### src/rtl/lds_pkg.sv
package lds_pkg;
    localparam int CODE_W_DEF   = 8;
    localparam int ADDR_W_DEF   = 6;
    localparam int AVG_LOG2_DEF = 2;
    localparam int NCH_DEF      = 2;
endpackage

### src/rtl/lds_sampler.sv
module lds_sampler #(
    parameter int CODE_W   = lds_pkg::CODE_W_DEF,
    parameter int ADDR_W   = lds_pkg::ADDR_W_DEF,
    parameter int AVG_LOG2 = lds_pkg::AVG_LOG2_DEF
) (
    input  logic              clk,
    input  logic              rst_n,
    input  logic              adc_valid,
    input  logic [CODE_W-1:0] adc_code,
    input  logic              filt_off,
    output logic [ADDR_W-1:0] idx_q,
    output logic              ok_q
);
    localparam int ACC_W   = CODE_W + AVG_LOG2;
    localparam int CNT_MAX = (1 << AVG_LOG2) - 1;

    typedef struct packed {
        logic [ACC_W-1:0]    acc;
        logic [AVG_LOG2-1:0] cnt;
        logic [ADDR_W-1:0]   idx;
        logic                ok;
    } samp_t;

    samp_t s_d, s_q;
    logic [ACC_W-1:0] sum;

    always_comb begin
        s_d = s_q;
        sum = s_q.acc + ACC_W'(adc_code);
        if (adc_valid) begin
            if (filt_off) begin
                s_d.idx = ADDR_W'(adc_code >> (CODE_W - ADDR_W));
                s_d.ok  = 1'b1;
                s_d.acc = '0;
                s_d.cnt = '0;
            end else if (s_q.cnt == AVG_LOG2'(CNT_MAX)) begin
                s_d.idx = ADDR_W'(sum >> (ACC_W - ADDR_W));
                s_d.ok  = 1'b1;
                s_d.acc = '0;
                s_d.cnt = '0;
            end else begin
                s_d.acc = sum;
                s_d.cnt = s_q.cnt + 1'b1;
            end
        end
    end

    always_ff @(posedge clk or negedge rst_n) begin
        if (!rst_n) s_q <= '0;
        else        s_q <= s_d;
    end

    assign idx_q = s_q.idx;
    assign ok_q  = s_q.ok;
endmodule

### src/rtl/lds_channel.sv
module lds_channel #(
    parameter int CODE_W = lds_pkg::CODE_W_DEF,
    parameter int ADDR_W = lds_pkg::ADDR_W_DEF
) (
    input  logic              clk,
    input  logic              rst_n,
    input  logic              rel,
    input  logic [ADDR_W-1:0] adc_idx,
    input  logic              tdir_en,
    input  logic [ADDR_W-1:0] tdir_addr,
    input  logic              ddir_en,
    input  logic [CODE_W-1:0] ddir_val,
    input  logic [CODE_W-1:0] rd_data,
    output logic [ADDR_W-1:0] rd_addr,
    output logic [CODE_W-1:0] dac_q
);
    typedef struct packed {
        logic [CODE_W-1:0] dac;
    } chan_t;

    chan_t c_d, c_q;

    always_comb begin
        rd_addr = tdir_en ? tdir_addr : adc_idx;
        c_d     = c_q;
        if (!rel)         c_d.dac = '0;
        else if (ddir_en) c_d.dac = ddir_val;
        else              c_d.dac = rd_data;
    end

    always_ff @(posedge clk or negedge rst_n) begin
        if (!rst_n) c_q <= '0;
        else        c_q <= c_d;
    end

    assign dac_q = c_q.dac;
endmodule

### src/rtl/lut_dac_seq.sv
module lut_dac_seq #(
    parameter int CODE_W   = lds_pkg::CODE_W_DEF,
    parameter int ADDR_W   = lds_pkg::ADDR_W_DEF,
    parameter int AVG_LOG2 = lds_pkg::AVG_LOG2_DEF,
    parameter int NCH      = lds_pkg::NCH_DEF
) (
    input  logic                  clk,
    input  logic                  rst_n,
    input  logic                  adc_valid,
    input  logic [CODE_W-1:0]     adc_code,
    input  logic                  filt_off,
    input  logic [NCH-1:0]        tbl_dir_en,
    input  logic [NCH*ADDR_W-1:0] tbl_dir_addr,
    input  logic [NCH-1:0]        dac_dir_en,
    input  logic [NCH*CODE_W-1:0] dac_dir_val,
    output logic [NCH*ADDR_W-1:0] tbl_addr,
    input  logic [NCH*CODE_W-1:0] tbl_data,
    output logic [NCH*CODE_W-1:0] dac_code
);
    logic [ADDR_W-1:0] idx_q;
    logic              temp_ok;
    logic              rel_d, rel_q;

    lds_sampler #(.CODE_W(CODE_W), .ADDR_W(ADDR_W), .AVG_LOG2(AVG_LOG2)) u_samp (
        .clk       (clk),
        .rst_n     (rst_n),
        .adc_valid (adc_valid),
        .adc_code  (adc_code),
        .filt_off  (filt_off),
        .idx_q     (idx_q),
        .ok_q      (temp_ok)
    );

    // release waits one cycle so the table read of the first index has landed
    always_comb rel_d = temp_ok;

    always_ff @(posedge clk or negedge rst_n) begin
        if (!rst_n) rel_q <= 1'b0;
        else        rel_q <= rel_d;
    end

    for (genvar i = 0; i < NCH; i++) begin : g_ch
        lds_channel #(.CODE_W(CODE_W), .ADDR_W(ADDR_W)) u_ch (
            .clk       (clk),
            .rst_n     (rst_n),
            .rel       (rel_q),
            .adc_idx   (idx_q),
            .tdir_en   (tbl_dir_en[i]),
            .tdir_addr (tbl_dir_addr[i*ADDR_W +: ADDR_W]),
            .ddir_en   (dac_dir_en[i]),
            .ddir_val  (dac_dir_val[i*CODE_W +: CODE_W]),
            .rd_data   (tbl_data[i*CODE_W +: CODE_W]),
            .rd_addr   (tbl_addr[i*ADDR_W +: ADDR_W]),
            .dac_q     (dac_code[i*CODE_W +: CODE_W])
        );
    end
endmodule

### config.mk
export PLATFORM = sky130hd
export DESIGN_NAME = lut_dac_seq
export DESIGN_NICKNAME = d
export VERILOG_FILES = /design/src/rtl/lds_pkg.sv /design/src/rtl/lds_sampler.sv /design/src/rtl/lds_channel.sv /design/src/rtl/lut_dac_seq.sv
export SDC_FILE = /design/constraint.sdc
export NUM_CORES = 1
export LEC_CHECK = 0
export ABC_AREA = 1
export BUFFER_PORTS_ARGS = -buffer_cell sky130_fd_sc_hd__buf_2
export CORE_UTILIZATION = 44
export CTS_CLUSTER_SIZE = 25
export DETAILED_ROUTE_END_ITERATION = 8
export PLACE_DENSITY = 0.85
export SLEW_MARGIN = 5
export SYNTH_ARGS = -nofsm -noshare
export SYNTH_HDL_FRONTEND = slang
export SYNTH_HIERARCHICAL = 1
export SYNTH_SLANG_ARGS = --single-unit
### constraint.sdc
create_clock -name clk -period 1.8 [get_ports clk]
set_clock_uncertainty 0.05 [all_clocks]
set_input_delay 0.09 -clock clk [delete_from_list [all_inputs] [get_ports clk]]
set_output_delay 0.09 -clock clk [all_outputs]
set_load 0.02 [all_outputs]
==> impl_metrics.env, run 1 <==
export IMPL_p_per_area_nw_per_um2=855
export IMPL_num_antenna_cells=0
export IMPL_syn_area_um2=2270
export IMPL_fin_area_um2=2950
export IMPL_utilization=0.608
export IMPL_p_leak_uw=0.00172
export IMPL_power_frac_clock=0.238
export IMPL_synthTopCellsByArea="dfrtp_1 (40%), nand2_1 (17%), nor2_1 (7.8%)"
export IMPL_synth_top_family_by_area="simple AND/OR/NAND/NOR gates"
export IMPL_violations="hold timing"
export IMPL_num_rows=25
export IMPL_die_h_um=73.8
export IMPL_grt_use_met1=0.239
export IMPL_cts_made_buffers=5
export IMPL_synthAdderAreaFrac=0.0585
export IMPL_cts_tree="done"
export IMPL_clock_latency_ps=280
export IMPL_synth_most_common_cell="nand2_1"
export IMPL_synth_compound_gate_area_share=0.0801
export IMPL_dr_pass1_iters=4
export IMPL_max_freq_mhz=560
export IMPL_use_met3=0.0549
export IMPL_drtIter0Drc=94
export IMPL_seq_power_share=0.397
export IMPL_worst_slew_pin_slew_ps=808
export IMPL_setup_viol=0
export IMPL_cts_max_level=2
export IMPL_fin_crit_sh=0.993
export IMPL_portBuffers=87
export IMPL_clock_sinks=36
export IMPL_cp_end_kind="flip-flop"
export IMPL_core_um2=4850
export IMPL_die_area_um2=5440
export IMPL_antenna_left=0
export IMPL_seq_area_frac_synth=0.398
export IMPL_cp_max_fo=3
export IMPL_grtUsageMet2=0.391
export IMPL_clk_pin_slew_worst_paths_ps=70
export IMPL_drv_slew=0
export IMPL_ys_ff_latch=36
export IMPL_vdd_ir_drop_max_mv=0.454
export IMPL_dp_hpwl_mm=3.81
export IMPL_p_int_uw=1600
export IMPL_gr_total_overflow=0
export IMPL_die_w_um=73.8
export IMPL_synth_edff_count=0
export IMPL_ys_flop_type="dfrtp_1"
export IMPL_grt_max_degree=37
export IMPL_start_util=0.467
export IMPL_worst_hold_path_type="in2reg"
export IMPL_grt_antenna_before_repair=0
export IMPL_setup_worst_path_class="reg2reg"
export IMPL_finalPower_uw=2520
export IMPL_tns_ps=0
export IMPL_clockRootBuffer="clkbuf_8"
export IMPL_vias=2258
export IMPL_rsz0062_at_grt="yes"
export IMPL_placedInstanceArea_um2=2650
export IMPL_p_sw_uw=922
export IMPL_arrival_ps=1940
export IMPL_grt_pass1_wl_mm=8.87
export IMPL_drive_above_1_share=0.289
export IMPL_comb_power_share=0.365
export IMPL_ios=88
export IMPL_synth_simple_gate_area_frac=0.310
export IMPL_clockBufferDepth=2
export IMPL_synth_top_area_frac=0.398
export IMPL_report_final_hold_viol_count=1
export IMPL_relSlewSlack=0.461
export IMPL_synth_cells=317
export IMPL_place_congestion=0.862
export IMPL_post_drt_wl_per_cell_um=11.4
export IMPL_grt_busiest_layer="met2"
export IMPL_synthMuxAreaShare=0
export IMPL_grt_pass1_vias=2148
export IMPL_synth_top_cell_by_area="dfrtp_1"
export IMPL_status="finished with violations"
export IMPL_grtUsageTotal=0.214
export IMPL_yosysWarnings=6
export IMPL_syn_mean_instance_area_um2=7.15
export IMPL_worstSetupStartpointType="flip-flop"
export IMPL_synth_common_cells="nand2_1 (103), nor2_1 (47), inv_1 (46)"
export IMPL_route_detailed_drc=0
export IMPL_hold_ws_ps=-0.871
export IMPL_avgViaCountPerCell=4.68
export IMPL_synth_fp_nets=387
export IMPL_nNetsFinal=484
export IMPL_synth_xor_area_frac=0.00773
export IMPL_netSwitchingFraction=0.366
export IMPL_synthArstFlopShare=1.00
export IMPL_area_delta_synth_final_pct=30.1
export IMPL_finalCriticalPeriod_ps=1790
export IMPL_critPathRequiredTime_ps=1960
export IMPL_ys_types=28
export IMPL_maxCapViolCount=0
export IMPL_routed_wirelength_mm=5.52
-- sequential cells by signal, summed over array words and instances (netlist names) --
register,flops
u_samp/idx_q,6
g_ch.u_ch/dac_q,16
rel_q,1
u_samp/s_q,12
u_samp/ok_q,1
-- worst max-delay path: stages (launching register included) --
cell and delay [ps]:
dfrtp_1 400, ha_4 160, inv_2 30, fa_2 340, nand3b_1 180, nand2_2 120
nand3_2 100, nand2_2 80, nand2_2 60, nand2_1 60, nand2_1 50, o21ai_1 80
-- layer usage --
metal  vias up  part of all wire
met3         4             0.065
met4         0            0.0072
met2        91              0.52
li1       1142                 -
met5         -                 0
met1      1021              0.40
-- cells in the final DEF, fill, tap and decap left out, types with 2 or more instances in the layout --
cell           synthesis  routed
buf_2                  2      87
inv_2                  2       3
inv_1                 46      45
o21ai_0               18      17
nand3_2                0       2
nor2_1                47      47
a21oi_1                9       6
ha_1                   9       8
dlygate4sd3_1          0      14
nand2_1              103     100
nand2_2                5       8
buf_4                  7       4
clkbuf_8               0       6
a21oi_2                0       3
nand3_1               13      11
dfrtp_1               36      36
-- kinds of logic (layout without fill, tap and decap cells) --
| family | after synthesis | in the layout |
|---|---|---|
| AND/OR/NAND/NOR | 173 | 173 |
| buffers and inverters | 64 | 162 |
| flip-flops | 36 | 36 |
| AO/OA/AOI/OAI | 32 | 32 |
| adder cells (fa/ha/maj) | 10 | 10 |
| XOR/XNOR | 2 | 2 |
-- what timing repair did --
item                                   in CTS  in global routing
hold buffers                               14                  0
gates cloned                                0                  0
gates resized for setup                     2                 13
endpoints found under the hold margin      49                  0
buffers inserted                            0                  3
pin swaps                                   0                  4
setup endpoints to repair                   4                  9
-- metrics by stage --
stage | cells | setup WS (ps)
after detailed placement | 457 | -44.1
after global routing | 482 | -98.3
after floorplan | 317 | 122
after CTS | 479 | 12.0
final | 482 | 13.5
after global placement | 457 | 46.1
-- worst paths after layout --
kind | start | end | slack [ps] | cells past startpoint
max in group asynchronous | rst_n | u_samp/idx_q[2] | 810 | 2
worst min register to register | u_samp/ok_q | rel_q | 330 | 0
worst max register to register | u_samp/s_q[9] | u_samp/s_q[17] | 10 | 11
min in group asynchronous | rst_n | u_samp/s_q[16] | 370 | 2
worst max-delay path | u_samp/s_q[9] | u_samp/s_q[17] | 10 | 11
worst min-delay path | tbl_data[11] | g_ch[1].u_ch/dac_q[3] | -0.9 | 3
-- final cells by class --
| cell class | count | area, um^2 |
|---|---|---|
| clock buffer | 7 | 86.3 |
| clock inverter | 1 | 7.51 |
| fill | 444 | 1900 |
| inverter | 49 | 186 |
| multi-input combinational | 217 | 1080 |
| sequential | 36 | 901 |
| tap | 67 | 83.8 |
| timing repair buffer | 105 | 606 |
-- power by group through the flow --
stage | sequential, uW | combinational [uW] | clock [uW]
after floorplan | 1020 | 610 | 0
after global placement | 1010 | 807 | 0
after detailed placement | 1010 | 836 | 0
after CTS | 997 | 868 | 619
after global routing | 1010 | 1050 | 664
final | 1000 | 919 | 599
No activity file was read; power rests on OpenSTA's default activity.
==> run 2: changes to the inputs <==
--- a/config.mk
+++ b/config.mk
@@ -7,9 +7,11 @@
 export LEC_CHECK = 0
 export ABC_AREA = 1
 export BUFFER_PORTS_ARGS = -buffer_cell sky130_fd_sc_hd__buf_2
+export CORE_MARGIN = 10
 export CORE_UTILIZATION = 44
 export CTS_CLUSTER_SIZE = 25
 export DETAILED_ROUTE_END_ITERATION = 8
+export MAX_ROUTING_LAYER = met4
 export PLACE_DENSITY = 0.85
 export SLEW_MARGIN = 5
 export SYNTH_ARGS = -nofsm -noshare
==> run 2 against run 1 <==
The flow now finishes without violations. Sequential power about the same. Clock power shrank 2%. Sequential share of layout area fell by 0.091 points. Combinational power about the same. Worst hold slack improved by 31 ps. Die area up 55%. Global-route usage fell by 6.3 points. Count of clock-buffer cells in the layout decreased by 2. Design area rose by 0.30%. First-iteration DRC count increased by 27%. Flip-flop and latch count is the same. Register-to-register slack about the same. Largest cell class unchanged.
==> impl_metrics.env, run 2 (synthesis results as in run 1) <==
export IMPL_setup_worst_path_class="reg2reg"
export IMPL_cp_end_kind="flip-flop"
export IMPL_report_final_hold_viol_count=0
export IMPL_max_stage_delay_ps=360
export IMPL_worst_path_buf_inv=1
export IMPL_num_rows=26
export IMPL_final_common_cell="nand2_1"
export IMPL_path_cells="ha_2 -> inv_2 -> fa_2 -> nand3b_1 -> nand2_2 -> nand2_2 -> nand2_2 -> nand2_2 -> nand2_2 -> nand2_1 -> a21oi_1"
export IMPL_cts_made_buffers=5
export IMPL_p_per_area_nw_per_um2=844
export IMPL_dp_worst_setup_slack_ps=-28.4
export IMPL_die_w_um=91.8
export IMPL_reg2reg_depth=11
export IMPL_die_h_um=91.8
export IMPL_utilization=0.586
export IMPL_r2r_setup_slack_ps=30
export IMPL_use_met3=0.0668
export IMPL_worst_hold_path_type="in2reg"
export IMPL_area_delta_synth_final_pct=30.5
export IMPL_tns_ps=0
export IMPL_core_um2=5040
export IMPL_critPathRequiredTime_ps=1970
export IMPL_grtUsageTotal=0.150
export IMPL_post_drt_wl_per_cell_um=12.5
export IMPL_cp_max_fo=3
export IMPL_dp_hpwl_mm=4.44
export IMPL_clockRootBuffer="clkbuf_8"
export IMPL_crit_start="u_samp/s_q[9]"
export IMPL_route_detailed_drc=0
export IMPL_grt_antenna_before_repair=0
export IMPL_hold_ws_ps=30.3
export IMPL_setup_viol=0
export IMPL_fin_area_um2=2960
export IMPL_cp_num_cells=11
export IMPL_relSlewSlack=0.468
export IMPL_p_leak_uw=0.00173
export IMPL_clk_pin_slew_worst_paths_ps=80
export IMPL_finalCriticalPeriod_ps=1770
export IMPL_drive_above_1_share=0.288
export IMPL_cts_tree="done"
export IMPL_cts_max_level=2
export IMPL_grt_use_met1=0.159
export IMPL_drv_slew=0
export IMPL_grt_pass1_vias=2300
export IMPL_cp_common_cell="nand2_2"
export IMPL_path_delay_family="simple AND/OR/NAND/NOR gates"
export IMPL_final_cell_mix="nand2_1 (97), buf_2 (87), nor2_1 (47)"
export IMPL_r2r_start="u_samp/s_q[9]"
export IMPL_maxCapViolCount=0
export IMPL_cp_endpoint="u_samp/idx_q[2]"
export IMPL_largest_register_ffs=16
export IMPL_worst_slack_ps=27.7
export IMPL_num_antenna_cells=0
export IMPL_slowest_stage="dfrtp_1"
export IMPL_grtUsageMet2=0.255
export IMPL_worstSetupStartpointType="flip-flop"
export IMPL_die_area_um2=8420
export IMPL_clock_sinks=36
export IMPL_grt_max_degree=37
export IMPL_worst_slew_pin_slew_ps=798
export IMPL_ios=88
export IMPL_vias=2296
export IMPL_clock_latency_ps=290
export IMPL_nNetsFinal=486
export IMPL_max_freq_mhz=564
export IMPL_routed_wirelength_mm=6.09
export IMPL_gr_total_overflow=0
export IMPL_clockBufferDepth=2
export IMPL_fin_crit_sh=0.985
export IMPL_arrival_ps=1940
export IMPL_portBuffers=87
export IMPL_drtIter0Drc=119
export IMPL_reg2reg_to="u_samp/idx_q[2]"
export IMPL_rsz0062_at_grt="yes"
export IMPL_placedInstanceArea_um2=2650
export IMPL_dr_pass1_iters=4
export IMPL_place_congestion=0.866
export IMPL_vdd_ir_drop_max_mv=0.485
export IMPL_grt_pass1_wl_mm=10.3
export IMPL_antenna_left=0
export IMPL_grt_busiest_layer="met2"
export IMPL_status="completed"
export IMPL_avgViaCountPerCell=4.71
export IMPL_start_util=0.449
==> run 2: power by group <==
part / switching [uW] / leakage, uW / internal (uW)
Clock: 313 / 0.0000445 / 274
Combinational: 556 / 0.00125 / 361
Sequential: 68.2 / 0.000427 / 924
Total: 937 / 0.00173 / 1560
==> run 2: how the worst min path moves through the flow <==
stage,start,to,depth (start not counted)
2_1_floorplan,rst_n,g_ch[0].u_ch/dac_q[0],0
3_3_place_gp,rst_n,u_samp/s_q[16],1
3_5_place_dp,rst_n,u_samp/s_q[16],1
4_1_cts,dac_dir_val[7],g_ch[0].u_ch/dac_q[7],5
5_1_grt,adc_valid,u_samp/s_q[17],2
6_report,adc_valid,u_samp/s_q[17],2
==> run 2: area by class of cell <==
type,instances,area (um^2)
timing repair buffer,107,628
tap,70,87.6
sequential,36,901
clock inverter,3,21.3
inverter,49,186
clock buffer,5,68.8
fill,463,2090
multi-input combinational,217,1060
==> run 2: stage by stage <==
stage / power, uW / std cells
after global routing: 2710 / 487
after floorplan: 1630 / 317
after CTS: 2480 / 485
after detailed placement: 1850 / 460
after global placement: 1820 / 460
final: 2500 / 487
==> run 2: repair_timing <==
item	CTS	global route
endpoints found under the setup margin	4	9
pin swaps	0	2
hold endpoints to repair	52	0
gates resized for setup	2	10
hold buffers	17	0
buffers inserted	0	2
==> run 2: per-layer routing <==
metal	wire length [um]	up-vias
met5	0	-
met4	87	0
met3	559	12
met2	3080	88
met1	2360	1046
li1	-	1150
==> run 3: changes to the inputs <==
--- a/config.mk
+++ b/config.mk
@@ -8,11 +8,12 @@
 export ABC_AREA = 1
 export BUFFER_PORTS_ARGS = -buffer_cell sky130_fd_sc_hd__buf_2
 export CORE_MARGIN = 10
-export CORE_UTILIZATION = 44
+export CORE_UTILIZATION = 48
 export CTS_CLUSTER_SIZE = 25
 export DETAILED_ROUTE_END_ITERATION = 8
 export MAX_ROUTING_LAYER = met4
-export PLACE_DENSITY = 0.85
+export PLACE_DENSITY = 0.88
+export RECOVER_POWER = 25
 export SLEW_MARGIN = 5
 export SYNTH_ARGS = -nofsm -noshare
 export SYNTH_HDL_FRONTEND = slang
==> constraint.sdc (replaced) <==
create_clock -name clk -period 2.25 [get_ports clk]
set_clock_uncertainty 0.05 [all_clocks]
set_input_delay 0.1125 -clock clk [delete_from_list [all_inputs] [get_ports clk]]
set_output_delay 0.1125 -clock clk [all_outputs]
set_load 0.02 [all_outputs]
==> run 3 against run 2 <==
Die area down 6.5%. Core utilization increased by 3.9 points. Power shrank 22%. Critical path depth is 1 lower. Design area is 5.3% lower. Sequential power shrank 20%. Via count down 1.4%. Global-route usage up 1.8 points. Flip-flop and latch count unchanged.
==> impl_metrics.env, run 3 (synthesis results as in run 1) <==
export IMPL_die_w_um=88.7
export IMPL_setup_worst_path_class="reg2reg"
export IMPL_gr_total_overflow=0
export IMPL_status="completed"
export IMPL_num_antenna_cells=0
export IMPL_reg2reg_to="u_samp/idx_q[4]"
export IMPL_clock_sinks=36
export IMPL_clock_latency_ps=290
export IMPL_area_delta_synth_final_pct=23.5
export IMPL_drv_slew=0
export IMPL_finalPower_uw=1950
export IMPL_fin_area_um2=2800
export IMPL_grt_antenna_before_repair=0
export IMPL_start_util=0.506
export IMPL_reg2reg_depth=10
export IMPL_arrival_ps=1980
export IMPL_clockBufferDepth=2
export IMPL_hold_start="tbl_data[8]"
export IMPL_p_per_area_nw_per_um2=696
export IMPL_die_area_um2=7870
export IMPL_cp_max_fo=3
export IMPL_die_h_um=88.7
export IMPL_relSlewSlack=0.471
export IMPL_place_congestion=0.877
export IMPL_vias=2264
export IMPL_tns_ps=0
export IMPL_antenna_left=0
export IMPL_route_detailed_drc=0
export IMPL_grt_max_degree=37
export IMPL_cts_tree="done"
export IMPL_vdd_ir_drop_max_mv=0.397
export IMPL_critPathRequiredTime_ps=2390
export IMPL_final_cell_mix="nand2_1 (103), buf_2 (71), nor2_1 (47)"
export IMPL_p_leak_uw=0.00165
export IMPL_largest_register_ffs=16
export IMPL_maxCapViolCount=0
export IMPL_drtIter0Drc=108
export IMPL_rsz0062_at_grt="no"
export IMPL_final_common_cell="nand2_1"
export IMPL_setup_viol=0
export IMPL_report_final_hold_viol_count=0
export IMPL_portBuffers=87
export IMPL_r2r_start="u_samp/s_q[9]"
export IMPL_worst_slew_pin_slew_ps=794
export IMPL_finalCriticalPeriod_ps=1850
export IMPL_grt_pass1_vias=2345
export IMPL_fin_crit_sh=0.822
export IMPL_nNetsFinal=477
export IMPL_cp_end_kind="flip-flop"
export IMPL_clockRootBuffer="clkbuf_8"
export IMPL_dp_hpwl_mm=4.62
export IMPL_grtUsageTotal=0.169
export IMPL_cts_made_buffers=5
export IMPL_post_cts_buffers=0
export IMPL_placedInstanceArea_um2=2620
export IMPL_core_um2=4470
export IMPL_holdPathEnd="g_ch[1].u_ch/dac_q[0]"
export IMPL_routed_wirelength_mm=6.18
export IMPL_cts_max_level=2
export IMPL_ios=88
export IMPL_hold_depth=3
export IMPL_dr_pass1_iters=4
export IMPL_drive_above_1_share=0.221
export IMPL_r2r_setup_slack_ps=400
export IMPL_clk_pin_slew_worst_paths_ps=70
export IMPL_max_freq_mhz=541
export IMPL_worstSetupStartpointType="flip-flop"
export IMPL_grt_pass1_wl_mm=10.2
export IMPL_post_drt_wl_per_cell_um=13.4
export IMPL_avgViaCountPerCell=4.92
export IMPL_worst_hold_path_type="in2reg"
export IMPL_num_rows=24
==> run 3: cell types whose count changed in the layout (fill, tap and decap cells not counted), sizes merged <==
cell	previous run	this run
buf	90	71
clkinv	1	3
dlygate4sd3	17	11
clkinvlp	1	0
clkbuf	5	21
inv	50	49
==> run 3: power by group <==
group	total (uW)	leakage [uW]	internal (uW)	switching, uW
clock	459	0.0000479	216	243
sequential	797	0.000427	740	57.6
combinational	692	0.00117	259	433
==> run 3: worst max-delay path by stage <==
stage          slack [ps]  depth (start not counted)     startpoint         endpoint
2_1_floorplan         570                         10  u_samp/s_q[9]  u_samp/idx_q[4]
3_3_place_gp          500                         10  u_samp/s_q[9]  u_samp/idx_q[4]
3_5_place_dp          440                         10  u_samp/s_q[9]   u_samp/s_q[17]
4_1_cts               430                         10  u_samp/s_q[9]   u_samp/s_q[17]
5_1_grt               290                         11  u_samp/s_q[9]   u_samp/s_q[17]
6_report              400                         10  u_samp/s_q[9]  u_samp/idx_q[4]
==> run 3: worst max-delay path, cell delays in order, from the launching register on <==
cell and delay (ps):
dfrtp_1 360, ha_1 190, inv_1 70, fa_1 390, nand3b_1 180, nand2_2 110
nand3_1 100, nand3_1 110, nand3_1 80, nand2_1 60, nand2_1 40
==> run 3: stage by stage <==
stage               cells  utilization  setup slack, ps  hold slack, ps
CTS                   460        0.630              426           0.405
floorplan             317            -              572            -233
global route          460        0.626              293            9.94
detailed placement    441        0.586              444             196
finish                460        0.626              401            3.04
global placement      441        0.586              500             197
==> run 3: repair_timing <==
| item | CTS | global route |
|---|---|---|
| endpoints found under the hold margin | 46 | 0 |
| gates resized for setup | 0 | 0 |
| hold buffers | 11 | 0 |
==> run 3: layout make-up <==
type	count	area (um^2)
Clock buffer	5	68.8
Clock inverter	3	18.8
Fill cell	402	1680
Inverter	49	186
Multi-Input combinational cell	217	1030
Sequential cell	36	901
Tap cell	52	65.1
Timing Repair Buffer	98	526
==> run 3: per-layer routing <==
metal / wire length [um] / global-route usage / up-vias
li1: - / - / 1137
met2: 3010 / 0.291 / 88
met1: 2430 / 0.166 / 1028
met4: 110 / 0.0543 / 0
met5: 0 / - / -
met3: 625 / 0.0754 / 11
